<file path="src/rtl/sdirq_pkg.sv">
package sdirq_pkg;
  localparam int unsigned STAT_W = 32;
  typedef logic [STAT_W-1:0] stat_t;

  localparam int unsigned B_RESP_ERR  = 1;
  localparam int unsigned B_CMD_DONE  = 2;
  localparam int unsigned B_DATA_OVER = 3;
  localparam int unsigned B_TX_REQ    = 4;
  localparam int unsigned B_RX_REQ    = 5;
  localparam int unsigned B_RESP_CRC  = 6;
  localparam int unsigned B_DATA_CRC  = 7;
  localparam int unsigned B_RESP_TO   = 8;
  localparam int unsigned B_DATA_TO   = 9;
  localparam int unsigned B_VSW_DONE  = 10;
  localparam int unsigned B_FIFO_RUN  = 11;
  localparam int unsigned B_HW_LOCK   = 12;
  localparam int unsigned B_START_ERR = 13;
  localparam int unsigned B_ACMD_DONE = 14;
  localparam int unsigned B_END_ERR   = 15;
  localparam int unsigned B_SDIO      = 16;
  localparam int unsigned B_CARD_IN   = 30;
  localparam int unsigned B_CARD_OUT  = 31;

  // Bits that hold a status flag; all others are tied to zero.
  localparam stat_t IMPL_BITS = stat_t'(32'h0001_FFFE) | (stat_t'(1) << B_CARD_IN)
                              | (stat_t'(1) << B_CARD_OUT);

  // Fault flags folded into the error summary (evaluates to 0xBFC2).
  localparam stat_t ERR_BITS =
      (stat_t'(1) << B_RESP_ERR)  | (stat_t'(1) << B_RESP_CRC) |
      (stat_t'(1) << B_DATA_CRC)  | (stat_t'(1) << B_RESP_TO)  |
      (stat_t'(1) << B_DATA_TO)   | (stat_t'(1) << B_VSW_DONE) |
      (stat_t'(1) << B_FIFO_RUN)  | (stat_t'(1) << B_HW_LOCK)  |
      (stat_t'(1) << B_START_ERR) | (stat_t'(1) << B_END_ERR);

  // Completion flags folded into the done summary.
  localparam stat_t DONE_BITS =
      (stat_t'(1) << B_CMD_DONE) | (stat_t'(1) << B_DATA_OVER) |
      (stat_t'(1) << B_VSW_DONE) | (stat_t'(1) << B_ACMD_DONE);
endpackage

</file>
<file path="src/rtl/sdirq_raw_bank.sv">
module sdirq_raw_bank #(
  parameter int unsigned W = 32,
  parameter logic [W-1:0] IMPL = '1
) (
  input  logic         clk,
  input  logic         rst,
  input  logic [W-1:0] evt_i,
  input  logic [W-1:0] clr_i,
  output logic [W-1:0] raw_o
);
  logic [W-1:0] raw_q;

  // One sticky flop per bit; a new event outranks a clear.
  for (genvar i = 0; i < W; i++) begin : g_bit
    always_ff @(posedge clk) begin
      if (rst) raw_q[i] <= 1'b0;
      else     raw_q[i] <= IMPL[i] & (evt_i[i] | (raw_q[i] & ~clr_i[i]));
    end
  end

  assign raw_o = raw_q;

  // bits that were set and not cleared stay set
  p_hold_uncleared_r2: assert property (@(posedge clk) disable iff (rst)
    1'b1 |=> ((raw_q & $past(raw_q & ~clr_i)) == $past(raw_q & ~clr_i)));

  // an event lands even under a simultaneous clear
  p_event_wins_r4: assert property (@(posedge clk) disable iff (rst)
    1'b1 |=> ((raw_q & $past(evt_i & IMPL)) == $past(evt_i & IMPL)));

  // a cleared bit with no event drops
  p_clear_takes_r3: assert property (@(posedge clk) disable iff (rst)
    1'b1 |=> ((raw_q & $past(clr_i & ~evt_i)) == '0));

  // unassigned positions never hold a flag
  p_unused_zero_r5: assert property (@(posedge clk) disable iff (rst)
    (raw_q & ~IMPL) == '0);
endmodule

</file>
<file path="src/rtl/sdirq_regport.sv">
module sdirq_regport #(
  parameter int unsigned W      = 32,
  parameter int unsigned ADDR_W = 8,
  parameter logic [W-1:0] IMPL  = '1,
  parameter logic [ADDR_W-1:0] OFS_MASK  = 8'h30,
  parameter logic [ADDR_W-1:0] OFS_MSTAT = 8'h34,
  parameter logic [ADDR_W-1:0] OFS_RAW   = 8'h38
) (
  input  logic              clk,
  input  logic              rst,
  input  logic [ADDR_W-1:0] addr_i,
  input  logic              wr_i,
  input  logic [W-1:0]      wdata_i,
  input  logic [W-1:0]      raw_i,
  output logic [W-1:0]      mask_o,
  output logic [W-1:0]      clr_o,
  output logic [W-1:0]      rdata_o
);
  logic [W-1:0] mask_q;
  logic [W-1:0] rdata_q;
  logic         hit_mask, hit_raw;

  assign hit_mask = wr_i && (addr_i == OFS_MASK);
  assign hit_raw  = wr_i && (addr_i == OFS_RAW);
  assign clr_o    = hit_raw ? wdata_i : '0;

  always_ff @(posedge clk) begin
    if (rst)           mask_q <= '0;
    else if (hit_mask) mask_q <= wdata_i & IMPL;
  end

  always_ff @(posedge clk) begin
    if (rst) rdata_q <= '0;
    else begin
      case (addr_i)
        OFS_MASK:  rdata_q <= mask_q;
        OFS_MSTAT: rdata_q <= raw_i & mask_q;
        OFS_RAW:   rdata_q <= raw_i;
        default:   rdata_q <= '0;
      endcase
    end
  end

  assign mask_o  = mask_q;
  assign rdata_o = rdata_q;

  // mask only holds implemented bits
  p_mask_impl_r6: assert property (@(posedge clk) disable iff (rst)
    (mask_q & ~IMPL) == '0);

  // mask is untouched by writes elsewhere
  p_mask_stable_r7: assert property (@(posedge clk) disable iff (rst)
    !hit_mask |=> $stable(mask_q));

  // unmapped offsets read zero
  p_unmapped_zero_r11: assert property (@(posedge clk) disable iff (rst)
    (addr_i != OFS_MASK && addr_i != OFS_MSTAT && addr_i != OFS_RAW)
      |=> rdata_q == '0);
endmodule

</file>
<file path="src/rtl/sdirq_summary.sv">
module sdirq_summary #(
  parameter int unsigned W = 32,
  parameter logic [W-1:0] ERR  = '0,
  parameter logic [W-1:0] DONE = '0
) (
  input  logic         clk,
  input  logic         rst,
  input  logic [W-1:0] raw_i,
  input  logic [W-1:0] mask_i,
  output logic [W-1:0] masked_o,
  output logic         irq_o,
  output logic         err_o,
  output logic         done_o
);
  logic [W-1:0] masked_q;
  logic         irq_q, err_q, done_q;
  logic [W-1:0] masked_d;

  assign masked_d = raw_i & mask_i;

  always_ff @(posedge clk) begin
    if (rst) begin
      masked_q <= '0;
      irq_q    <= 1'b0;
      err_q    <= 1'b0;
      done_q   <= 1'b0;
    end else begin
      masked_q <= masked_d;
      irq_q    <= |masked_d;
      err_q    <= |(raw_i & ERR);
      done_q   <= |(raw_i & DONE);
    end
  end

  assign masked_o = masked_q;
  assign irq_o    = irq_q;
  assign err_o    = err_q;
  assign done_o   = done_q;

  // interrupt line agrees with the masked word
  p_irq_matches_r8: assert property (@(posedge clk) disable iff (rst)
    irq_q == (masked_q != '0));

  // masked word never shows an unmasked or clear bit
  p_masked_subset_r7: assert property (@(posedge clk) disable iff (rst)
    1'b1 |=> ((masked_q & ~$past(raw_i & mask_i)) == '0));

  // any pending fault raises the error summary
  p_err_follows_r9: assert property (@(posedge clk) disable iff (rst)
    ((raw_i & ERR) != '0) |=> err_q);

  // any completion raises the done summary
  p_done_follows_r10: assert property (@(posedge clk) disable iff (rst)
    ((raw_i & DONE) != '0) |=> done_q);
endmodule

</file>
<file path="src/rtl/sdhost_irq_status.sv">
module sdhost_irq_status
  import sdirq_pkg::*;
#(
  parameter int unsigned ADDR_W = 8,
  parameter logic [ADDR_W-1:0] OFS_MASK  = 8'h30,
  parameter logic [ADDR_W-1:0] OFS_MSTAT = 8'h34,
  parameter logic [ADDR_W-1:0] OFS_RAW   = 8'h38
) (
  input  logic              clk,
  input  logic              rst,
  input  logic [31:0]       evt_i,
  input  logic [ADDR_W-1:0] reg_addr,
  input  logic              reg_wr,
  input  logic [31:0]       reg_wdata,
  output logic [31:0]       reg_rdata,
  output logic [31:0]       raw_o,
  output logic [31:0]       masked_o,
  output logic              err_sum_o,
  output logic              done_sum_o,
  output logic              irq_o
);
  stat_t raw_w, mask_w, clr_w;

  sdirq_regport #(
    .W(STAT_W), .ADDR_W(ADDR_W), .IMPL(IMPL_BITS),
    .OFS_MASK(OFS_MASK), .OFS_MSTAT(OFS_MSTAT), .OFS_RAW(OFS_RAW)
  ) u_port (
    .clk(clk), .rst(rst), .addr_i(reg_addr), .wr_i(reg_wr),
    .wdata_i(reg_wdata), .raw_i(raw_w), .mask_o(mask_w),
    .clr_o(clr_w), .rdata_o(reg_rdata)
  );

  sdirq_raw_bank #(.W(STAT_W), .IMPL(IMPL_BITS)) u_raw (
    .clk(clk), .rst(rst), .evt_i(evt_i), .clr_i(clr_w), .raw_o(raw_w)
  );

  sdirq_summary #(.W(STAT_W), .ERR(ERR_BITS), .DONE(DONE_BITS)) u_sum (
    .clk(clk), .rst(rst), .raw_i(raw_w), .mask_i(mask_w),
    .masked_o(masked_o), .irq_o(irq_o), .err_o(err_sum_o), .done_o(done_sum_o)
  );

  assign raw_o = raw_w;
endmodule

</file>
<file path="config.mk">
export PLATFORM = sky130hd
export DESIGN_NAME = sdhost_irq_status
export DESIGN_NICKNAME = d
export VERILOG_FILES = /design/src/rtl/sdirq_pkg.sv /design/src/rtl/sdirq_raw_bank.sv /design/src/rtl/sdirq_regport.sv /design/src/rtl/sdirq_summary.sv /design/src/rtl/sdhost_irq_status.sv
export SDC_FILE = /design/constraint.sdc
export NUM_CORES = 1
export LEC_CHECK = 0
export ABC_CLOCK_PERIOD_IN_PS = 1700
export BUFFER_PORTS_ARGS = -buffer_cell sky130_fd_sc_hd__buf_2
export CAP_MARGIN = 20
export CORE_MARGIN = 2
export CORE_UTILIZATION = 49
export CTS_CLUSTER_DIAMETER = 40
export CTS_CLUSTER_SIZE = 8
export DETAILED_ROUTE_END_ITERATION = 7
export GPL_TIMING_DRIVEN = 0
export PLACE_DENSITY = 0.81
export SYNTH_ARGS = -nofsm -noshare
export SYNTH_HDL_FRONTEND = slang
export SYNTH_HIERARCHICAL = 1
export SYNTH_SLANG_ARGS = --single-unit
</file>
<file path="constraint.sdc">
create_clock -name clk -period 1.7 [get_ports clk]
set_clock_uncertainty 0.2 [all_clocks]
set_input_delay 0.17 -clock clk [delete_from_list [all_inputs] [get_ports clk]]
set_output_delay 0.17 -clock clk [all_outputs]
set_load 0.05 [all_outputs]
</file>
==> impl_metrics.tcl, run 1 <==
set metrics [dict create \
    timing.fmax_mhz 648 \
    arrival_ns 1.17 \
    clock_latency_ns 0.35 \
    antenna_found_initial 0 \
    fin_crit_sh 0.908 \
    critPathTopFamily "flip-flops" \
    crit_fanout 6 \
    syn_to_final_growth_pct 35.1 \
    via_count 3672 \
    h-tree-depth 3 \
    drt-total-wl_um 10800 \
    core_region_area_um2 8590 \
    cts_tree "done" \
    drive_gt1_frac 0.321 \
    grt_pass1_wl_um 17500 \
    critPathSlowestCell "dfxtp_1" \
    p_total_mw 4.88 \
    relSlewSlack 0.515 \
    initial_core_util 0.496 \
    cap_viol_max_count 0 \
    dpl.hpwl_um 7730 \
    clk_pin_slew_worst_paths_ns 0.10 \
    n_antenna_cell 0 \
    setup-violations-final 0 \
    tightestPinTransition_ns 0.722 \
    worst-path-buf-inv 1 \
    cts_resized 0 \
    final_common_cell "buf_2" \
    netlist_instances 460 \
    ys_warn_count 6 \
    hold_viol 0 \
    crit_chain "buf_2" \
    worst_setup_path_end_kind "primary output" \
    worstSetupPathType "flop to primary output" \
    fin_crit_ns 1.54 \
    rows 34 \
    firstDrtPassIters 4 \
    drtIter0Drc 128 \
    synth_area_um2 4260 \
    p_leak_nw 2.67 \
    post-route-drc-count 0 \
    hold_class "input pin to flop" \
    final_cell_mix "136 x buf_2, 103 x dfxtp_1, 71 x nand2b_1, 47 x nand2_1, 37 x dlygate4sd3_1" \
    cts_made_buffers 9 \
    num-nets-final 743 \
    die_w_um 97.2 \
    whs_ns 0.0711 \
    portBuffers 131 \
    design.die.area_um2 9460 \
    grt_max_degree 17 \
    avgSynthCellArea_um2 9.26 \
    grt.overflow.total 0 \
    cts.sinks 103 \
    critPathLaunchType "flop" \
    cts_max_path_buffers 2 \
    rsz0062_at_grt "no" \
    grt_util_all_layers 0.229 \
    cts_root_buf "clkbuf_8" \
    p_per_area_nw_per_um2 847 \
    critical_path.max_stage_delay_ns 0.50 \
    grt_pass1_vias 3641 \
    fin_util 0.670 \
    crit_required_ns 1.33 \
    place_congestion 0.853 \
    wl_per_cell_um 13.9 \
    die_h_um 97.2 \
    irDropWorstVdd_mv 0.508 \
    ant_nets 0 \
    slew_violations 0 \
    via_per_inst 4.70 \
    ios 174 \
    outcome "complete, no violations" \
]
==> worst paths after layout <==
path	depth (start not counted)	slack, ns	startpoint	to
setup reg to reg	4	0.19	u_raw/raw_o[6]$_SDFF_PP0_	u_sum/irq_o$_SDFF_PP0_
hold / removal	4	0.07	rst	u_port/rdata_o[12]$_SDFF_PP0_
hold reg to reg	2	0.29	u_port/mask_o[13]$_SDFFE_PP0P_	u_sum/masked_o[13]$_SDFF_PP0_
setup / recovery	1	0.16	u_raw/raw_o[1]$_SDFF_PP0_	raw_o[1]
==> state kept, by name, indices dropped and copies added, names as in the netlist <==
name,flops
u_sum/masked_o,32
u_port/mask_o,18
u_sum/err_o,1
u_port/rdata_o,32
u_sum/done_o,1
u_sum/irq_o,1
u_raw/raw_o,18
==> where the power goes <==
group          internal, mW  switching [mW]  leakage, nW  total, mW
combinational         0.275           0.455         1.73      0.730
sequential             2.46          0.0533        0.839       2.51
clock                 0.831           0.800       0.0958       1.63
total                  3.57            1.31         2.67       4.88
==> routing by layer <==
| layer | wire, um | global-route usage | share of wire |
|---|---|---|---|
| met5 | 0 | 0 | 0 |
| met4 | 195 | 0.0748 | 0.018 |
| met3 | 651 | 0.0446 | 0.060 |
| met2 | 5270 | 0.402 | 0.49 |
| met1 | 4720 | 0.282 | 0.44 |
==> through the flow <==
stage / area, um^2 / std cells / setup WS (ns) / TNS, ns
2_1_floorplan: 4360 / 486 / 0.192 / 0
3_3_place_gp: 5150 / 725 / -0.185 / -2.22
3_5_place_dp: 5150 / 725 / -0.264 / -3.11
4_1_cts: 5740 / 779 / 0.0238 / 0
5_1_grt: 5760 / 781 / 0.103 / 0
6_report: 5760 / 781 / 0.157 / 0
==> worst min-delay path: stages <==
cell and delay, ns:
buf_2 0.11, or3_1 0.12, buf_6 0.14, a21oi_1 0.04
==> layout make-up <==
type,instances,area [um^2]
fillers,716,2840
flip-flops and latches,103,2060
multi-input cells,312,1850
repair buffers,171,1050
plain buffers,52,373
well taps,108,135
clock buffers,11,131
clock inverters,5,82.6
inverters,19,71.3
==> timing repair <==
action | 4_1_cts | 5_1_grt
endpoints found under the setup margin | 0 | 1
endpoints found under the hold margin | 36 | 0
setup buffers | 0 | 3
hold buffers | 38 | 0
(Power assumes the default switching activity.)
==> inputs of run 2 (changes only) <==
REMOVE_ABC_BUFFERS = 1   (was default)
==> run 2 against run 1 <==
- total power decreased by 2.3%
- sequential power about the same
- sequential cell count unchanged
- combinational power decreased by 10%
- global-route usage decreased by 1.9 points
- critical path type is now input pin to flop
- critical endpoint is now u_port/rdata_o[31]$_SDFF_PP0_
- largest cell class unchanged
- highest routed layer unchanged
==> impl_metrics.tcl, run 2 (synthesized netlist as in run 1, its figures left out) <==
set metrics [dict create \
    p_total_mw 4.76 \
    grt.overflow.total 0 \
    design.die.area_um2 9460 \
    worstSetupPathType "input pin to flop" \
    place_congestion 0.778 \
    place_area_um2 4810 \
    initial_core_util 0.496 \
    timing.fmax_mhz 628 \
    hold_end "u_sum/masked_o[31]$_SDFF_PP0_" \
    fin_ws_ns 0.107 \
    worstHoldStart "rst" \
    antenna_found_initial 0 \
    grt_pass1_vias 3310 \
    final_common_cell "buf_2" \
    dpl.hpwl_um 6590 \
    ant_nets 0 \
    drt-total-wl_um 9950 \
    worst_setup_path_end_kind "flop" \
    via_per_inst 4.75 \
    r2r_cells 4 \
    critPathLaunchType "input pin" \
    grt_max_degree 92 \
    crit_fanout 91 \
    grt_util_all_layers 0.210 \
    cts.sinks 103 \
    firstDrtPassIters 4 \
    via_count 3468 \
    n_antenna_cell 0 \
    rsz0062_at_grt "no" \
    final_cell_mix "130 x buf_2, 103 x dfxtp_1, 71 x nand2b_1, 47 x nand2_1, 36 x dlygate4sd3_1" \
    slew_violations 0 \
    cts_root_buf "clkbuf_8" \
    outcome "complete, no violations" \
    tightestPinTransition_ns 1.04 \
    cap_viol_max_count 0 \
    fin_crit_ns 1.59 \
    r2r-end "u_sum/irq_o$_SDFF_PP0_" \
    post-route-drc-count 0 \
    final_area_um2 5420 \
    rows 34 \
    num-nets-final 692 \
    relSlewSlack 0.303 \
    ios 174 \
    drtIter0Drc 70 \
    fill_cells 726 \
    fin_util 0.631 \
    wl_per_cell_um 13.6 \
    arrival_ns 1.68 \
    drive_gt1_frac 0.294 \
    portBuffers 131 \
    setup-violations-final 0 \
    reg2reg_from "u_raw/raw_o[2]$_SDFF_PP0_" \
    die_w_um 97.2 \
    p_per_area_nw_per_um2 879 \
    cts_made_buffers 9 \
    syn_to_final_growth_pct 27.2 \
    irDropWorstVdd_mv 0.553 \
    h-tree-depth 3 \
    fin_crit_sh 0.937 \
    hold_class "input pin to flop" \
    core_region_area_um2 8590 \
    crit_required_ns 1.79 \
    clock_latency_ns 0.36 \
    post-place-ws_ns -0.740 \
    grt_pass1_wl_um 15900 \
    whs_path_depth 2 \
    hold_viol 0 \
    clk_pin_slew_worst_paths_ns 0.10 \
    p_leak_nw 2.46 \
    cts_tree "done" \
    rrSetupSlack_ns 0.20 \
    cts_max_path_buffers 2 \
    die_h_um 97.2 \
]
-- run 2: cell count changes in the layout (fill, tap and decap cells not counted), sizes merged --
cell	change
clkbuf	-13
dlygate4sd3	-1
bufinv	-1
clkinv	+2
inv	+2
buf	-38
clkinvlp	-2
-- run 2: area by class of cell --
cell class,count,area (um^2),share of cell area
Sequential cell,103,2060,0.381
Tap cell,108,135,0.0249
Inverter,19,71.3,0.0132
Multi-Input combinational cell,312,1870,0.345
Timing Repair Buffer,172,1070,0.197
Clock buffer,10,138,0.0254
Clock inverter,6,75.1,0.0139
-- run 2: metrics by stage --
stage,setup TNS (ns),instances,hold slack (ns)
finish,0,730,0.181
global route,0,730,0.192
CTS,0,730,0.163
detailed placement,-26.86,675,0.209
global placement,-61.21,673,0.204
floorplan,-14.96,434,0.0324
-- run 2: timing repair --
item                                    4_1_cts  5_1_grt
setup buffers                                 3        0
gates resized for setup                       1        2
hold buffers                                 36        0
pin swaps                                     2        0
endpoints found under the hold margin        36        0
endpoints found under the setup margin       39       11
-- run 2: worst max path at each step --
stage | slack, ns | endpoint | depth (start not counted) | start
detailed placement | -0.74 | u_raw/raw_o[13]$_SDFF_PP0_ | 6 | reg_addr[2]
global route | 0.07 | u_port/rdata_o[11]$_SDFF_PP0_ | 3 | rst
finish | 0.11 | u_port/rdata_o[31]$_SDFF_PP0_ | 3 | rst
global placement | -1.71 | u_port/mask_o[8]$_SDFFE_PP0P_ | 4 | reg_addr[1]
floorplan | -0.83 | u_port/mask_o[10]$_SDFFE_PP0P_ | 3 | reg_addr[1]
CTS | 0.07 | u_sum/irq_o$_SDFF_PP0_ | 4 | u_raw/raw_o[2]$_SDFF_PP0_
-- run 2: where the power goes --
group          total, mW  internal (mW)  switching (mW)
clock network       1.60          0.742           0.854
registers           2.51           2.46          0.0481
logic              0.656          0.217           0.439
-- run 2: critical path, cell delays in order --
cell,delay (ns)
buf_4,0.35
or3_2,0.86
a21oi_1,0.24
-- run 2: layer usage --
| layer | GRT usage | wire (um) | up-vias |
|---|---|---|---|
| li1 | - | - | 1723 |
| met1 | 0.249 | 4190 | 1593 |
| met2 | 0.356 | 4770 | 128 |
| met3 | 0.0554 | 677 | 24 |
| met4 | 0.0962 | 307 | 0 |
| met5 | 0 | 0 | - |
